`src/rtl/cfg_refresh_pkg.sv`:
```
package cfg_refresh_pkg;
  typedef enum logic [3:0] {
    ST_IDLE,
    ST_W_INIT_ACT,
    ST_W_DONE_CLR,
    ST_W_INIT_REL,
    ST_REFRESH,
    ST_SETTLE,
    ST_DISABLE,
    ST_W_DONE_SET
  } cfg_st_e;

  localparam logic [31:0] CMD_REFRESH = 32'h7900_0000;
  localparam logic [31:0] CMD_DISABLE = 32'h2600_0000;

  localparam logic [2:0] ERR_NONE     = 3'd0;
  localparam logic [2:0] ERR_INIT_ACT = 3'd1;
  localparam logic [2:0] ERR_DONE_CLR = 3'd2;
  localparam logic [2:0] ERR_INIT_REL = 3'd3;
  localparam logic [2:0] ERR_DONE_SET = 3'd4;

  localparam int PIN_PROG = 0;
  localparam int PIN_INIT = 1;
  localparam int PIN_DONE = 2;
  localparam int NUM_PINS = 3;
endpackage

```
`src/rtl/cfg_sync2.sv`:
```
module cfg_sync2 #(
  parameter int          W       = 2,
  parameter logic [W-1:0] RST_VAL = '0
) (
  input  logic         clk_i,
  input  logic         rst_ni,
  input  logic [W-1:0] d_i,
  output logic [W-1:0] q_o
);
  for (genvar i = 0; i < W; i++) begin : g_bit
    logic s1_q, s2_q;
    always_ff @(posedge clk_i or negedge rst_ni) begin
      if (!rst_ni) begin
        s1_q <= RST_VAL[i];
        s2_q <= RST_VAL[i];
      end else begin
        s1_q <= d_i[i];
        s2_q <= s1_q;
      end
    end
    assign q_o[i] = s2_q;
  end
endmodule

```
`src/rtl/cfg_poll_timer.sv`:
```
module cfg_poll_timer #(
  parameter int unsigned POLL_CYC  = 3000,
  parameter int unsigned MAX_POLLS = 3333
) (
  input  logic clk_i,
  input  logic rst_ni,
  input  logic clr_i,
  output logic tick_o,
  output logic last_o
);
  localparam int CW = (POLL_CYC  > 1) ? $clog2(POLL_CYC)  : 1;
  localparam int PW = (MAX_POLLS > 1) ? $clog2(MAX_POLLS) : 1;

  logic [CW-1:0] cnt_q;
  logic [PW-1:0] polls_q;

  assign tick_o = (cnt_q == CW'(POLL_CYC - 1));
  assign last_o = (polls_q == PW'(MAX_POLLS - 1));

  always_ff @(posedge clk_i or negedge rst_ni) begin
    if (!rst_ni) begin
      cnt_q   <= '0;
      polls_q <= '0;
    end else if (clr_i) begin
      cnt_q   <= '0;
      polls_q <= '0;
    end else if (tick_o) begin
      cnt_q <= '0;
      if (!last_o) polls_q <= polls_q + 1'b1;
    end else begin
      cnt_q <= cnt_q + 1'b1;
    end
  end
endmodule

```
`src/rtl/cfg_refresh_ctrl.sv`:
```
module cfg_refresh_ctrl
  import cfg_refresh_pkg::*;
#(
  parameter int unsigned CLK_HZ         = 100_000_000,
  parameter int unsigned POLL_US        = 30,
  parameter int unsigned PIN_TIMEOUT_US = 100_000,
  parameter int unsigned SETTLE_US      = 4_000
) (
  input  logic        clk_i,
  input  logic        rst_ni,
  input  logic        start_i,
  input  logic        finish_i,
  input  logic [2:0]  pin_conn_i,
  output logic        prog_no,
  input  logic        init_ni,
  input  logic        done_i,
  output logic        cmd_req_o,
  output logic [31:0] cmd_word_o,
  input  logic        cmd_ack_i,
  output logic        busy_o,
  output logic        rdy_o,
  output logic [2:0]  err_o
);
  localparam int unsigned CYC_PER_US = (CLK_HZ >= 1_000_000) ? CLK_HZ / 1_000_000 : 1;
  localparam int unsigned POLL_CYC   = (CYC_PER_US * POLL_US > 0) ? CYC_PER_US * POLL_US : 1;
  localparam int unsigned MAX_POLLS  = (POLL_US > 0 && PIN_TIMEOUT_US / POLL_US > 0) ?
                                       PIN_TIMEOUT_US / POLL_US : 1;
  localparam int unsigned SETTLE_CYC = (CYC_PER_US * SETTLE_US > 0) ? CYC_PER_US * SETTLE_US : 1;
  localparam int          SW         = (SETTLE_CYC > 1) ? $clog2(SETTLE_CYC) : 1;

  // init reset to inactive (1), done reset to 0
  logic [1:0] pins_s;
  logic       init_n_s, done_s;

  cfg_sync2 #(.W(2), .RST_VAL(2'b01)) u_sync (
    .clk_i (clk_i),
    .rst_ni(rst_ni),
    .d_i   ({done_i, init_ni}),
    .q_o   (pins_s)
  );
  assign init_n_s = pins_s[0];
  assign done_s   = pins_s[1];

  cfg_st_e     st_q, st_d;
  logic        prog_q, prog_d;
  logic        req_q, req_d;
  logic [31:0] word_q, word_d;
  logic        rdy_q, rdy_d;
  logic [2:0]  err_q, err_d;
  logic        tick, last_poll;
  logic [SW-1:0] settle_q;
  logic        settle_last;

  wire all_wired  = &pin_conn_i;
  wire done_wired = pin_conn_i[PIN_DONE];

  cfg_poll_timer #(.POLL_CYC(POLL_CYC), .MAX_POLLS(MAX_POLLS)) u_timer (
    .clk_i (clk_i),
    .rst_ni(rst_ni),
    .clr_i (st_d != st_q),
    .tick_o(tick),
    .last_o(last_poll)
  );

  assign settle_last = (settle_q == SW'(SETTLE_CYC - 1));

  always_ff @(posedge clk_i or negedge rst_ni) begin
    if (!rst_ni)                settle_q <= '0;
    else if (st_q != ST_SETTLE) settle_q <= '0;
    else if (!settle_last)      settle_q <= settle_q + 1'b1;
  end

  always_comb begin
    st_d   = st_q;
    prog_d = prog_q;
    req_d  = req_q;
    word_d = word_q;
    rdy_d  = rdy_q;
    err_d  = err_q;
    unique case (st_q)
      ST_IDLE: begin
        if (start_i) begin
          rdy_d = 1'b0;
          err_d = ERR_NONE;
          if (all_wired) begin
            prog_d = 1'b0;
            st_d   = ST_W_INIT_ACT;
          end else begin
            req_d  = 1'b1;
            word_d = CMD_REFRESH;
            st_d   = ST_REFRESH;
          end
        end else if (finish_i) begin
          rdy_d  = 1'b0;
          err_d  = ERR_NONE;
          req_d  = 1'b1;
          word_d = CMD_DISABLE;
          st_d   = ST_DISABLE;
        end
      end
      ST_W_INIT_ACT: if (tick) begin
        if (!init_n_s) st_d = ST_W_DONE_CLR;
        else if (last_poll) begin
          err_d = ERR_INIT_ACT; prog_d = 1'b1; st_d = ST_IDLE;
        end
      end
      ST_W_DONE_CLR: if (tick) begin
        if (!done_s) begin
          prog_d = 1'b1; st_d = ST_W_INIT_REL;
        end else if (last_poll) begin
          err_d = ERR_DONE_CLR; prog_d = 1'b1; st_d = ST_IDLE;
        end
      end
      ST_W_INIT_REL: if (tick) begin
        if (init_n_s) begin
          rdy_d = 1'b1; st_d = ST_IDLE;
        end else if (last_poll) begin
          err_d = ERR_INIT_REL; st_d = ST_IDLE;
        end
      end
      ST_REFRESH: if (cmd_ack_i) begin
        req_d = 1'b0; st_d = ST_SETTLE;
      end
      ST_SETTLE: if (settle_last) begin
        rdy_d = 1'b1; st_d = ST_IDLE;
      end
      ST_DISABLE: if (cmd_ack_i) begin
        req_d = 1'b0;
        if (done_wired) st_d = ST_W_DONE_SET;
        else begin
          rdy_d = 1'b1; st_d = ST_IDLE;
        end
      end
      ST_W_DONE_SET: if (tick) begin
        if (done_s) begin
          rdy_d = 1'b1; st_d = ST_IDLE;
        end else if (last_poll) begin
          err_d = ERR_DONE_SET; st_d = ST_IDLE;
        end
      end
      default: begin
        prog_d = 1'b1; req_d = 1'b0; st_d = ST_IDLE;
      end
    endcase
  end

  always_ff @(posedge clk_i or negedge rst_ni) begin
    if (!rst_ni) begin
      st_q   <= ST_IDLE;
      prog_q <= 1'b1;
      req_q  <= 1'b0;
      word_q <= '0;
      rdy_q  <= 1'b0;
      err_q  <= ERR_NONE;
    end else begin
      st_q   <= st_d;
      prog_q <= prog_d;
      req_q  <= req_d;
      word_q <= word_d;
      rdy_q  <= rdy_d;
      err_q  <= err_d;
    end
  end

  assign prog_no    = prog_q;
  assign cmd_req_o  = req_q;
  assign cmd_word_o = word_q;
  assign busy_o     = (st_q != ST_IDLE);
  assign rdy_o      = rdy_q;
  assign err_o      = err_q;
endmodule

```
`config.mk`:
```
export PLATFORM = sky130hd
export DESIGN_NAME = cfg_refresh_ctrl
export DESIGN_NICKNAME = d
export VERILOG_FILES = /design/src/rtl/cfg_refresh_pkg.sv /design/src/rtl/cfg_sync2.sv /design/src/rtl/cfg_poll_timer.sv /design/src/rtl/cfg_refresh_ctrl.sv
export SDC_FILE = /design/constraint.sdc
export NUM_CORES = 1
export LEC_CHECK = 0
export BUFFER_PORTS_ARGS = -buffer_cell sky130_fd_sc_hd__buf_2
export CELL_PAD_IN_SITES_DETAIL_PLACEMENT = 0
export CELL_PAD_IN_SITES_GLOBAL_PLACEMENT = 2
export CORE_MARGIN = 2
export CORE_UTILIZATION = 37
export CTS_BUF_LIST = sky130_fd_sc_hd__clkbuf_4
export DETAILED_ROUTE_END_ITERATION = 10
export PLACE_DENSITY = 0.82
export REMOVE_ABC_BUFFERS = 1
export SETUP_SLACK_MARGIN = 0.3
export SLEW_MARGIN = 10
export SYNTH_ARGS = -nofsm -noshare
export SYNTH_HDL_FRONTEND = slang
export SYNTH_SLANG_ARGS = --single-unit
```
`constraint.sdc`:
```
create_clock -name clk_i -period 3.1 [get_ports clk_i]
set_input_delay 0.465 -clock clk_i [delete_from_list [all_inputs] [get_ports clk_i]]
set_output_delay 0.465 -clock clk_i [all_outputs]
set_load 0.005 [all_outputs]
```
# == Word-level counts from Yosys, hierarchy flattened ==
# Cells that the tools add are included.
# word_totals
regBits,89
# classes
reduce_logical,16
bitwise,2
n_addsub,3
eq_ne,37
muxes,65
# op_table
cell,n
two-way mux 32 bit,3
two-way mux 12 bit,5
two-way mux 4 bit,14
two-way mux 3 bit,16
two-way mux 19 bit,2
!= test 2 bit (second input constant),16
one-hot mux 4 bit (8 select lines),1
adder 12 x 1 -> 12 bit (second input constant),2
== test 12 bit (second input constant),2
two-way mux 1 bit,20
adder 19 x 1 -> 19 bit (second input constant),1
== test 19 bit (second input constant),1
== test 4 x 3 -> 1 bit (second input constant),4
one-hot mux 3 bit (5 select lines),1
!= test 2 x 1 -> 1 bit (second input constant),7
AND reduction 14 bit,1
nonzero test 5 bit,2
OR reduction 5 bit,2
AND reduction 9 bit,1
== test 4 x 2 -> 1 bit (second input constant),2
!= test 3 bit (second input constant),2
AND reduction 3 bit,2
AND reduction 6 bit,1
one-hot mux 1 bit (5 select lines),1
12 further kinds,14

# == Logic depth before layout (Yosys ltp) ==
# Gate-level depths: netlist of run 1.
# logic_depth
depth_word,8
mapped_depth,10

# == Modules after synthesis ==
# Synthesis of run 1 repeated with hierarchy kept, for this count alone.
# unflattened
cells_unflattened,400
area_unflattened_um2,3634.7
# by_module_without_submodules
module,seq_area_each_um2,instances,area_per_inst_um2,cells_each
cfg_refresh_ctrl,802.0,1,2190.9,253
cfg_poll_timer,600.6,1,1326.3,141
cfg_sync2,102.6,1,117.6,6

# == Worst setup path after synthesis of run 1 ==
# No wires, ideal clock.
# synth_path
kind,reg2reg
from,register settle_q[0]
to,register u_timer.polls_q[10]
stages_incl_launch_ff,11
setup_slack_ns,0.706
arrival_time_ns,2.314
setup_time_ns,0.080
path_buffers,3
cell_sequence,dfrtp_1 > ha_1 > and3_1 > buf_2 > and2_1 > buf_2 > a311o_1 > and3_1 > a311o_2 > buf_6 > nor3_2
# synth_between
elab_chain_len,6
elab_cells_between_ends,8
# synth_rtl
item,line,rtl
from (decl),cfg_refresh_ctrl.sv:51,logic [SW-1:0] settle_q;
from (signal assigned),cfg_refresh_ctrl.sv:70,else if (!settle_last) settle_q <= settle_q + 1'b1;
== test 19 bit *,cfg_refresh_ctrl.sv:65,assign settle_last = (settle_q == SW'(SETTLE_CYC - 1));
two-way mux 4 bit *,cfg_refresh_ctrl.sv:124,ST_SETTLE: if (settle_last) begin
one-hot mux 4 bit (8 select lines) *,cfg_refresh_ctrl.sv:80,unique case (st_q)
!= test 4 bit *,cfg_refresh_ctrl.sv:60,".clr_i (st_d != st_q),"
!= test 2 x 1 -> 1 bit (no line) or nonzero test 2 bit (tied branches),-,
AND reduction 2 bit (no line),-,
to (signal assigned),cfg_poll_timer.sv:29,if (!last_o) polls_q <= polls_q + 1'b1;
to (decl),cfg_poll_timer.sv:15,logic [PW-1:0] polls_q;
# Mark *: on every way between the ends. The rest lies on a longest branch, timed or not.
# A chain may end at the register's enable or synchronous reset.

# == Final worst setup path of run 1 ==
# layout_path
from,register settle_q[0]
to,register u_timer.polls_q[1]
# Same word-level chain as after synthesis.

==> results.toml, run 1 <==
[timing]
worst_pin_slew_ps = 711
setup_viol = 0
rsz0062_at_grt = "false"
period_needed_ps = 2550
fmax_mhz = 392
period_share_pct = 82.2
setup_slack_ps = 552
hold_violations = 0
relSlewSlack_pct = 52.5
finalClockSkew_ps = 18.7
finalMaxSlewViolations = 0
whs_ps = 36.6
setup_tns_ps = 0

[placed_design]
place_area_mm2 = 0.00383
place_congestion = 0.866
place_worst_setup_slack_ps = 416
portBuffers = 23
hpwl_um = 5840

[worst_setup_path]
r2r_slack_ps = 550
required_ps = 3430
start_kind = "flip-flop"
endpoint_kind = "flip-flop"
crit_arrival_ps = 2870
reg2regPathDepth = 7
crit_path_max_fanout = 12
path_class = "flip-flop to flip-flop"

[route]
ant_nets = 0
drc_errors = 0
routedWlPerCell_um = 14.5
routed_wl_um = 8060
dr_total_vias = 2807
first_pass_iters = 4
first_iter_violations = 149
post_drt_via_cell_ratio = 5.04

[floorplanning]
die_w_um = 104
die_h_um = 104
die_area_mm2 = 0.0108
ios = 49
rows = 36
core_area_mm2 = 0.00973
start_util_pct = 38.1

[clocking]
cts_inserted_buffers = 9
clkTransAtPathRegs_ps = 130
clockRootBuffer = "clkbuf_4"
clockBufferDepth = 2
holdBufCountCts = 0
cts.sinks = 60
htree_levels = 3
cts_tree = "done"
clk_latency_ps = 420

[power_and_ir_drop]
cellPowerDensity_mw_per_mm2 = 566
irDropWorstVdd_uv = 208
p_leak_nw = 1.71

[finish]
multiInputGateArea_mm2 = 0.00193
area_growth_pct = 8.48
finalNetCount = 433
n_antenna_cell = 0
layout-drive-gt1-share_pct = 20.0
fillers = 990
design_area_mm2 = 0.00402
area.sequential_mm2 = 0.00151

[synthesis]
synth-seq-area-share_pct = 40.7
ys_warn_count = 0
synth_cells = 396
ys.flop_type = "dfrtp_1"
ys_types = 67
synth_edf_count = 0
syn_area_mm2 = 0.00370
async_reset_ff_share_pct = 100
syn_avg_cell_area_um2 = 9.35
synth_seq_cells = 60

[flow_run]
drv_cap = 0

[outcome]
status = "finished, final reports clean"

[global_route]
grt_remaining_overflow = 0
grt_usage_pct = 15.9
antenna_found_initial = 0
grt_pass1_wl_um = 13900
first_global_vias = 2754
grt_max_degree = 34

[hold_path]
min_path_type = "primary input to async pin"
-- placed cells by master, fill, tap and decap left out, drive strengths merged, types with 4 or more instances in the layout --
cell	count
nand3	25
xor2	15
nor2	59
nand4	15
conb	26
a21oi	11
xnor2	21
nor3	15
and2	5
o21ai	6
inv	10
nand2	18
ha	4
buf	35
a31oi	8
dfrtp	57
nand2b	6
nor2b	5
and3	13
clkinv	4
clkbuf	9
-- stage by stage --
step	util, %	power (mW)	cells
2_1_floorplan	-	1.35	373
5_1_grt	41.3	2.42	557
3_3_place_gp	39.4	1.62	540
6_report	41.3	2.27	557
3_5_place_dp	39.4	1.62	540
4_1_cts	41.1	2.29	556
-- worst max-delay path, cell delays in order, from the launching register on --
cell     delay (ps)
dfrtp_1         440
ha_1            250
and3_1          250
and2_1          280
a311o_1         370
and3_1          180
a311o_2         490
nor3_1          200
-- report_power, final --
| part | internal [mW] | switching (mW) |
|---|---|---|
| registers | 0.854 | 0.0679 |
| logic | 0.269 | 0.424 |
| clock network | 0.330 | 0.328 |
-- synth_stat cells (3+ instances only) --
library cell,n,area share (%)
dfrtp_1,57,39
nor2_1,49,5.0
buf_4,30,6.1
nand3_1,25,3.4
xnor2_1,21,5.0
nand2_1,18,1.8
xor2_1,15,3.5
nand4_1,14,2.4
and3_1,12,2.0
nor3_1,12,1.6
a21oi_1,10,1.4
inv_1,10,1.0
nor2_2,10,1.7
a31oi_1,8,1.4
buf_2,7,0.95
clkbuf_1,7,0.71
nand2b_1,6,1.0
and2_1,5,0.84
nor2b_1,5,0.84
o21ai_0,5,0.68
buf_6,4,1.2
ha_1,4,1.4
a211oi_1,3,0.61
and4_1,3,0.71
dfstp_2,3,2.1
nor3_2,3,0.81
-- sequential cells by signal, indices dropped and copies added (netlist names) --
name,cells
prog_no,1
rdy_o,1
cmd_req_o,1
st_q,4
cmd_word_o,3
u_sync.g_bit.s2_q,2
u_timer.polls_q,12
settle_q,19
err_o,3
u_timer.cnt_q,12
u_sync.g_bit.s1_q,2
-- logic make-up (layout without fill, tap and decap cells) --
kind of cell               after synthesis  in the layout  synth area share (%)
and+or+nand+nor                        181            181                  27.8
DFF                                     60             60                  40.7
buffers and inverters                   59             62                  10.1
AOI/OAI and AO/OA                       50             50                  9.97
xor gates and xnor gates                36             36                  8.52
muxes                                    5              5                  1.52
adders and majority gates                4              4                  1.35
other                                    1             26                 0.101
-- what timing repair did --
item	in CTS	in global routing
endpoints found under the setup margin	0	19
buffers inserted	0	1
resized for setup	0	1
-- worst paths after layout --
| check | startpoint | end |
|---|---|---|
| max reg2reg | settle_q[0] | u_timer.polls_q[1] |
| max | settle_q[0] | u_timer.polls_q[1] |
| min reg2reg | u_sync.g_bit[1].s1_q | u_sync.g_bit[1].s2_q |
| min in group clk_i | init_ni | u_sync.g_bit[0].s1_q |
| min | rst_ni | cmd_word_o[28] |
| max in group asynchronous | rst_ni | u_sync.g_bit[0].s1_q |
-- routing by layer --
layer | GRT usage, % | routed length [um]
met5 | 0 | 0
met4 | 7.63 | 212
met3 | 2.88 | 276
met2 | 23.8 | 3680
met1 | 22.2 | 3890
-- layout make-up --
class,instances,area share (%)
multi-input cells,302,48.0
well taps,133,4.14
inverters,11,1.03
clock inverters,7,2.52
clock buffers,9,1.68
repair buffers,35,5.11
flip-flops and latches,60,37.5
Power figures use the tool's default switching activity.
==> run 2: changes to the inputs <==
clock period = 2.65 ns   (was 3.1 ns; I/O delays follow)
==> results.toml, run 2 (synthesis gave the netlist of run 1 again) <==
[outcome]
status = "finished, final reports clean"

[flow_run]
drv_cap = 0

[worst_setup_path]
path_class = "flip-flop to flip-flop"
reg2regPathDepth = 7
endpoint_kind = "flip-flop"
path_delay_family = "simple AND/OR/NAND/NOR gates"
path_buf_inv = 1
r2r-start = "settle_q[14]"
crit_path_max_fanout = 12
required_ps = 3000
start_kind = "flip-flop"
crit_path_start = "settle_q[14]"
worst_r2r_endpoint = "u_timer.cnt_q[0]"
crit_arrival_ps = 2640
r2r_slack_ps = 360
path_cells = "or4b_4 > or3_4 > o21ai_4 > nand4_4 > mux2i_4 > buf_12 > nor2_1"
slowest_stage = "or4b_4"
cp_slowest_stage_delay_ps = 550

[clocking]
htree_levels = 3
clkTransAtPathRegs_ps = 110
clockBufferDepth = 2
cts.sinks = 60
cts_inserted_buffers = 9
clockRootBuffer = "clkbuf_4"
cts_tree = "done"
clk_latency_ps = 420

[finish]
n_antenna_cell = 0
top_register = "settle_q"
area_growth_pct = 14.2
largest_reg_flops = 19
fin_cells = 573
design_area_mm2 = 0.00423
layout_common_cells = "dfrtp_1, nor2_1, conb_1, nand3_1"
layout_commonest_cell = "dfrtp_1"
final_util_pct = 43.4
finalNetCount = 449
layout-drive-gt1-share_pct = 27.7
fillers = 997
reg_top3 = "settle_q (19), u_timer.cnt_q (12), u_timer.polls_q (12)"

[hold_path]
hold-path-cell-count = 1
hp-start = "init_ni"
holdPathEnd = "u_sync.g_bit[0].s1_q"
min_path_type = "primary input to flip-flop"

[route]
dr_total_vias = 2908
first_iter_violations = 142
ant_nets = 0
first_pass_iters = 4
post_drt_via_cell_ratio = 5.08
routed_wl_um = 8400
drc_errors = 0
routedWlPerCell_um = 14.7

[power_and_ir_drop]
power_mw = 2.70
cellPowerDensity_mw_per_mm2 = 639
power.internal_mw = 1.70
seqPwrFrac_pct = 40.0
p_leak_nw = 1.76
power_frac_comb_pct = 35.9
irDropWorstVdd_uv = 475
clockPowerShare_pct = 24.1
p_sw_mw = 0.998
sw_frac_of_total_pct = 37.0

[placed_design]
place_area_mm2 = 0.00389
portBuffers = 23
dpl.cell_count = 546
hpwl_um = 6030
place_congestion = 0.831
place_worst_setup_slack_ps = 158

[global_route]
grt_usage_pct = 16.0
first_global_vias = 2834
grt_remaining_overflow = 0
antenna_found_initial = 0
grt_pass1_wl_um = 14200
grt_max_degree = 25

[timing]
period_needed_ps = 2290
period_share_pct = 86.6
rsz0062_at_grt = "true"
fmax_mhz = 436
relSlewSlack_pct = 65.2
setup_tns_ps = 0
setup_viol = 0
setup_slack_ps = 355
whs_ps = 76.3
hold_violations = 0
finalClockSkew_ps = 17.8
worst_pin_slew_ps = 508
finalMaxSlewViolations = 0

[floorplanning]
start_util_pct = 38.1
core_area_mm2 = 0.00973
die_h_um = 104
rows = 36
die_w_um = 104
ios = 49
die_area_mm2 = 0.0108
## run 2: cell count changes in the layout (fill, tap and decap cells not counted), moves of 2 or more
cell      before  now
a21oi_1       10    8
a221oi_2       0    2
and3_1        12    9
and3_4         0    2
buf_12         0    2
buf_4         12   23
clkinv_2       0    2
clkinv_4       3    1
dfrtp_1       57   51
dfrtp_2        0    6
ha_1           4    2
o31ai_1        2    0
o31ai_2        0    2
## run 2: layer usage
metal / global-route usage, % / share of wire (%)
met5: 0 / 0
met4: 4.92 / 0.87
met3: 3.26 / 3.5
met2: 25.0 / 48
met1: 22.5 / 48
## run 2: worst max path at each step
stage / to / slack, ps / depth (start not counted)
2_1_floorplan: u_timer.cnt_q[0] / 80 / 6
3_3_place_gp: u_timer.polls_q[0] / 250 / 7
3_5_place_dp: u_timer.polls_q[0] / 160 / 7
4_1_cts: u_timer.cnt_q[11] / 300 / 7
5_1_grt: u_timer.cnt_q[5] / 270 / 7
6_report: u_timer.cnt_q[0] / 360 / 7
## run 2: worst register-to-register path, cell delays in order, from the launching register on
cell and delay [ps]:
dfrtp_1 400, or4b_4 550, or3_4 410, o21ai_4 200
nand4_4 170, mux2i_4 240, buf_12 170, nor2_1 100
## run 2: final cells by class
type / count / area (um2) / share of cell area [%]
multi-input cells: 303 / 2020 / 47.8
clock buffers: 9 / 67.6 / 1.60
inverters: 11 / 41.3 / 0.977
clock inverters: 7 / 67.6 / 1.60
flip-flops and latches: 60 / 1510 / 35.8
well taps: 133 / 166 / 3.94
repair buffers: 50 / 349 / 8.26
## run 2: what timing repair did
action / CTS / global route
resized for setup: 10 / 21
endpoints found under the setup margin: 26 / 26
gates cloned: 0 / 1
hold buffers: 1 / 0
setup buffers: 2 / 7
pin swaps: 1 / 8
endpoints found under the hold margin: 22 / 0
## run 2: power groups by stage
stage	Sequential [mW]	Clock [mW]	Combinational, mW
5_1_grt	1.09	0.722	1.06
4_1_cts	1.07	0.684	0.931
2_1_floorplan	1.12	0	0.464
3_3_place_gp	1.09	0	0.865
3_5_place_dp	1.09	0	0.861
6_report	1.08	0.650	0.970
==> run 3: changes to the inputs <==
--- a/config.mk
+++ b/config.mk
@@ -7,2 +7,3 @@
 export LEC_CHECK = 0
+export ABC_CLOCK_PERIOD_IN_PS = 2650
 export BUFFER_PORTS_ARGS = -buffer_cell sky130_fd_sc_hd__buf_2
@@ -14,3 +15,3 @@
 export DETAILED_ROUTE_END_ITERATION = 10
-export PLACE_DENSITY = 0.82
+export PLACE_DENSITY_LB_ADDON = 0.2
 export REMOVE_ABC_BUFFERS = 1
--- a/constraint.sdc
+++ b/constraint.sdc
@@ -3,2 +3,2 @@
 set_output_delay 0.3975 -clock clk_i [all_outputs]
-set_load 0.005 [all_outputs]
+set_load 0.02 [all_outputs]
==> results.toml, run 3 (synthesis gave the netlist of run 1 again) <==
[floorplanning]
die_h_um = 104
ios = 49
core_area_mm2 = 0.00973
start_util_pct = 38.1
die_area_mm2 = 0.0108
rows = 36
die_w_um = 104

[placed_design]
place_worst_setup_slack_ps = 203
place_congestion = 0.854
portBuffers = 23
hpwl_um = 6180

[outcome]
status = "finished, final reports clean"

[route]
first_iter_violations = 153
drc_errors = 0
ant_nets = 0
dr_total_vias = 2997
routedWlPerCell_um = 15.3
routed_wl_um = 9020
post_drt_via_cell_ratio = 5.09
first_pass_iters = 4

[timing]
relSlewSlack_pct = 52.1
period_needed_ps = 2360
hold_violations = 0
finalMaxSlewViolations = 0
worst_pin_slew_ps = 718
setup_slack_ps = 290
setup_tns_ps = 0
finalClockSkew_ps = 31.2
fmax_mhz = 424
period_share_pct = 89.1
rsz0062_at_grt = "true"
setup_viol = 0
whs_ps = 20.6

[worst_setup_path]
crit_arrival_ps = 2650
path_class = "flip-flop to flip-flop"
crit_path_max_fanout = 6
slowest_stage = "or4b_4"
endpoint_kind = "flip-flop"
worst_r2r_endpoint = "u_timer.polls_q[10]"
required_ps = 2940
cp-endpoint = "u_timer.polls_q[10]"
path_cells = "or4b_4 > or3_4 > o21ai_4 > nand4_4 > buf_6 > a21oi_4 > buf_12 > nor3_2"
r2r-start = "settle_q[13]"
r2r_slack_ps = 290
reg2regPathDepth = 8
cp_slowest_stage_delay_ps = 490
crit_path_start = "settle_q[13]"
start_kind = "flip-flop"

[global_route]
grt_usage_pct = 17.1
grt_remaining_overflow = 0
grt_pass1_wl_um = 14600
first_global_vias = 2771
grt_max_degree = 33
antenna_found_initial = 0

[hold_path]
min_path_type = "primary input to async pin"

[finish]
reg_top3 = "settle_q (19), u_timer.cnt_q (12), u_timer.polls_q (12)"
largest_reg_flops = 19
n_antenna_cell = 0
layout_common_cells = "dfrtp_1, nor2_1, buf_4, conb_1"
area_growth_pct = 20.5
finalNetCount = 465
final_util_pct = 45.8
top_register = "settle_q"
layout_commonest_cell = "dfrtp_1"
layout-drive-gt1-share_pct = 31.1

[clocking]
cts_inserted_buffers = 9
cts.sinks = 60
htree_levels = 3
clockBufferDepth = 2
clkTransAtPathRegs_ps = 130
cts_tree = "done"
clockRootBuffer = "clkbuf_4"
clk_latency_ps = 430

[power_and_ir_drop]
p_leak_nw = 1.88
cellPowerDensity_mw_per_mm2 = 723
irDropWorstVdd_uv = 281

[flow_run]
drv_cap = 0
==> run 3: cell count changes in the layout (fill, tap and decap cells not counted), sizes merged <==
cell,before,now
a311o,2,3
and4,4,3
buf,49,66
bufinv,1,4
clkbuf,9,11
clkinv,5,2
clkinvlp,2,0
dlygate4sd3,1,0
==> run 3: area by class of cell <==
class	instances	area (um2)
Sequential cell	60	1510
Multi-Input combinational cell	303	2040
Clock inverter	5	124
Inverter	11	41.3
Clock buffer	11	82.6
Fill cell	987	5270
Tap cell	133	166
Timing Repair Buffer	66	492
==> run 3: how the worst min path moves through the flow <==
stage                         start              endpoint  depth (start not counted)
6_report                     rst_ni    u_timer.polls_q[7]                          1
5_1_grt                      rst_ni    u_timer.polls_q[7]                          1
4_1_cts                      rst_ni    u_timer.polls_q[7]                          1
3_5_place_dp   u_sync.g_bit[1].s1_q  u_sync.g_bit[1].s2_q                          0
3_3_place_gp   u_sync.g_bit[1].s1_q  u_sync.g_bit[1].s2_q                          0
2_1_floorplan                rst_ni             cmd_req_o                          0
==> run 3: worst max-delay path, delay by kind of cell (launching register included) <==
family | cells | cell delay [ps]
buffers and inverters | 2 | 300
and+or+nand+nor | 4 | 1090
DFF | 1 | 470
AOI/OAI and AO/OA | 2 | 350
==> run 3: power breakdown <==
part / switching, mW / leakage (nW) / internal, mW
Combinational: 0.705 / 0.976 / 0.484
Clock: 0.358 / 0.109 / 0.592
Sequential: 0.0841 / 0.797 / 1.00
==> run 3: what timing repair did <==
action / in CTS / in global routing
resized for setup: 18 / 18
hold buffers: 0 / 0
gates cloned: 1 / 0
setup buffers: 5 / 19
endpoints found under the setup margin: 26 / 26
pin swaps: 3 / 9
==> run 3: routing by layer <==
layer / wire length (um) / up-vias / GRT usage, %
li1: - / 1452 / -
met1: 4240 / 1446 / 23.6
met2: 4140 / 81 / 25.7
met3: 434 / 18 / 3.63
met4: 208 / 0 / 7.82
met5: 0 / - / 0
==> run 3: metrics by stage <==
| stage | std cells | total power [mW] | cell area (um2) |
|---|---|---|---|
| final | 589 | 3.22 | 4460 |
| after global routing | 589 | 3.39 | 4460 |
| after CTS | 570 | 3.15 | 4240 |
| after detailed placement | 548 | 2.11 | 3930 |
| after global placement | 548 | 2.13 | 3930 |
| after floorplan | 373 | 1.70 | 3460 |
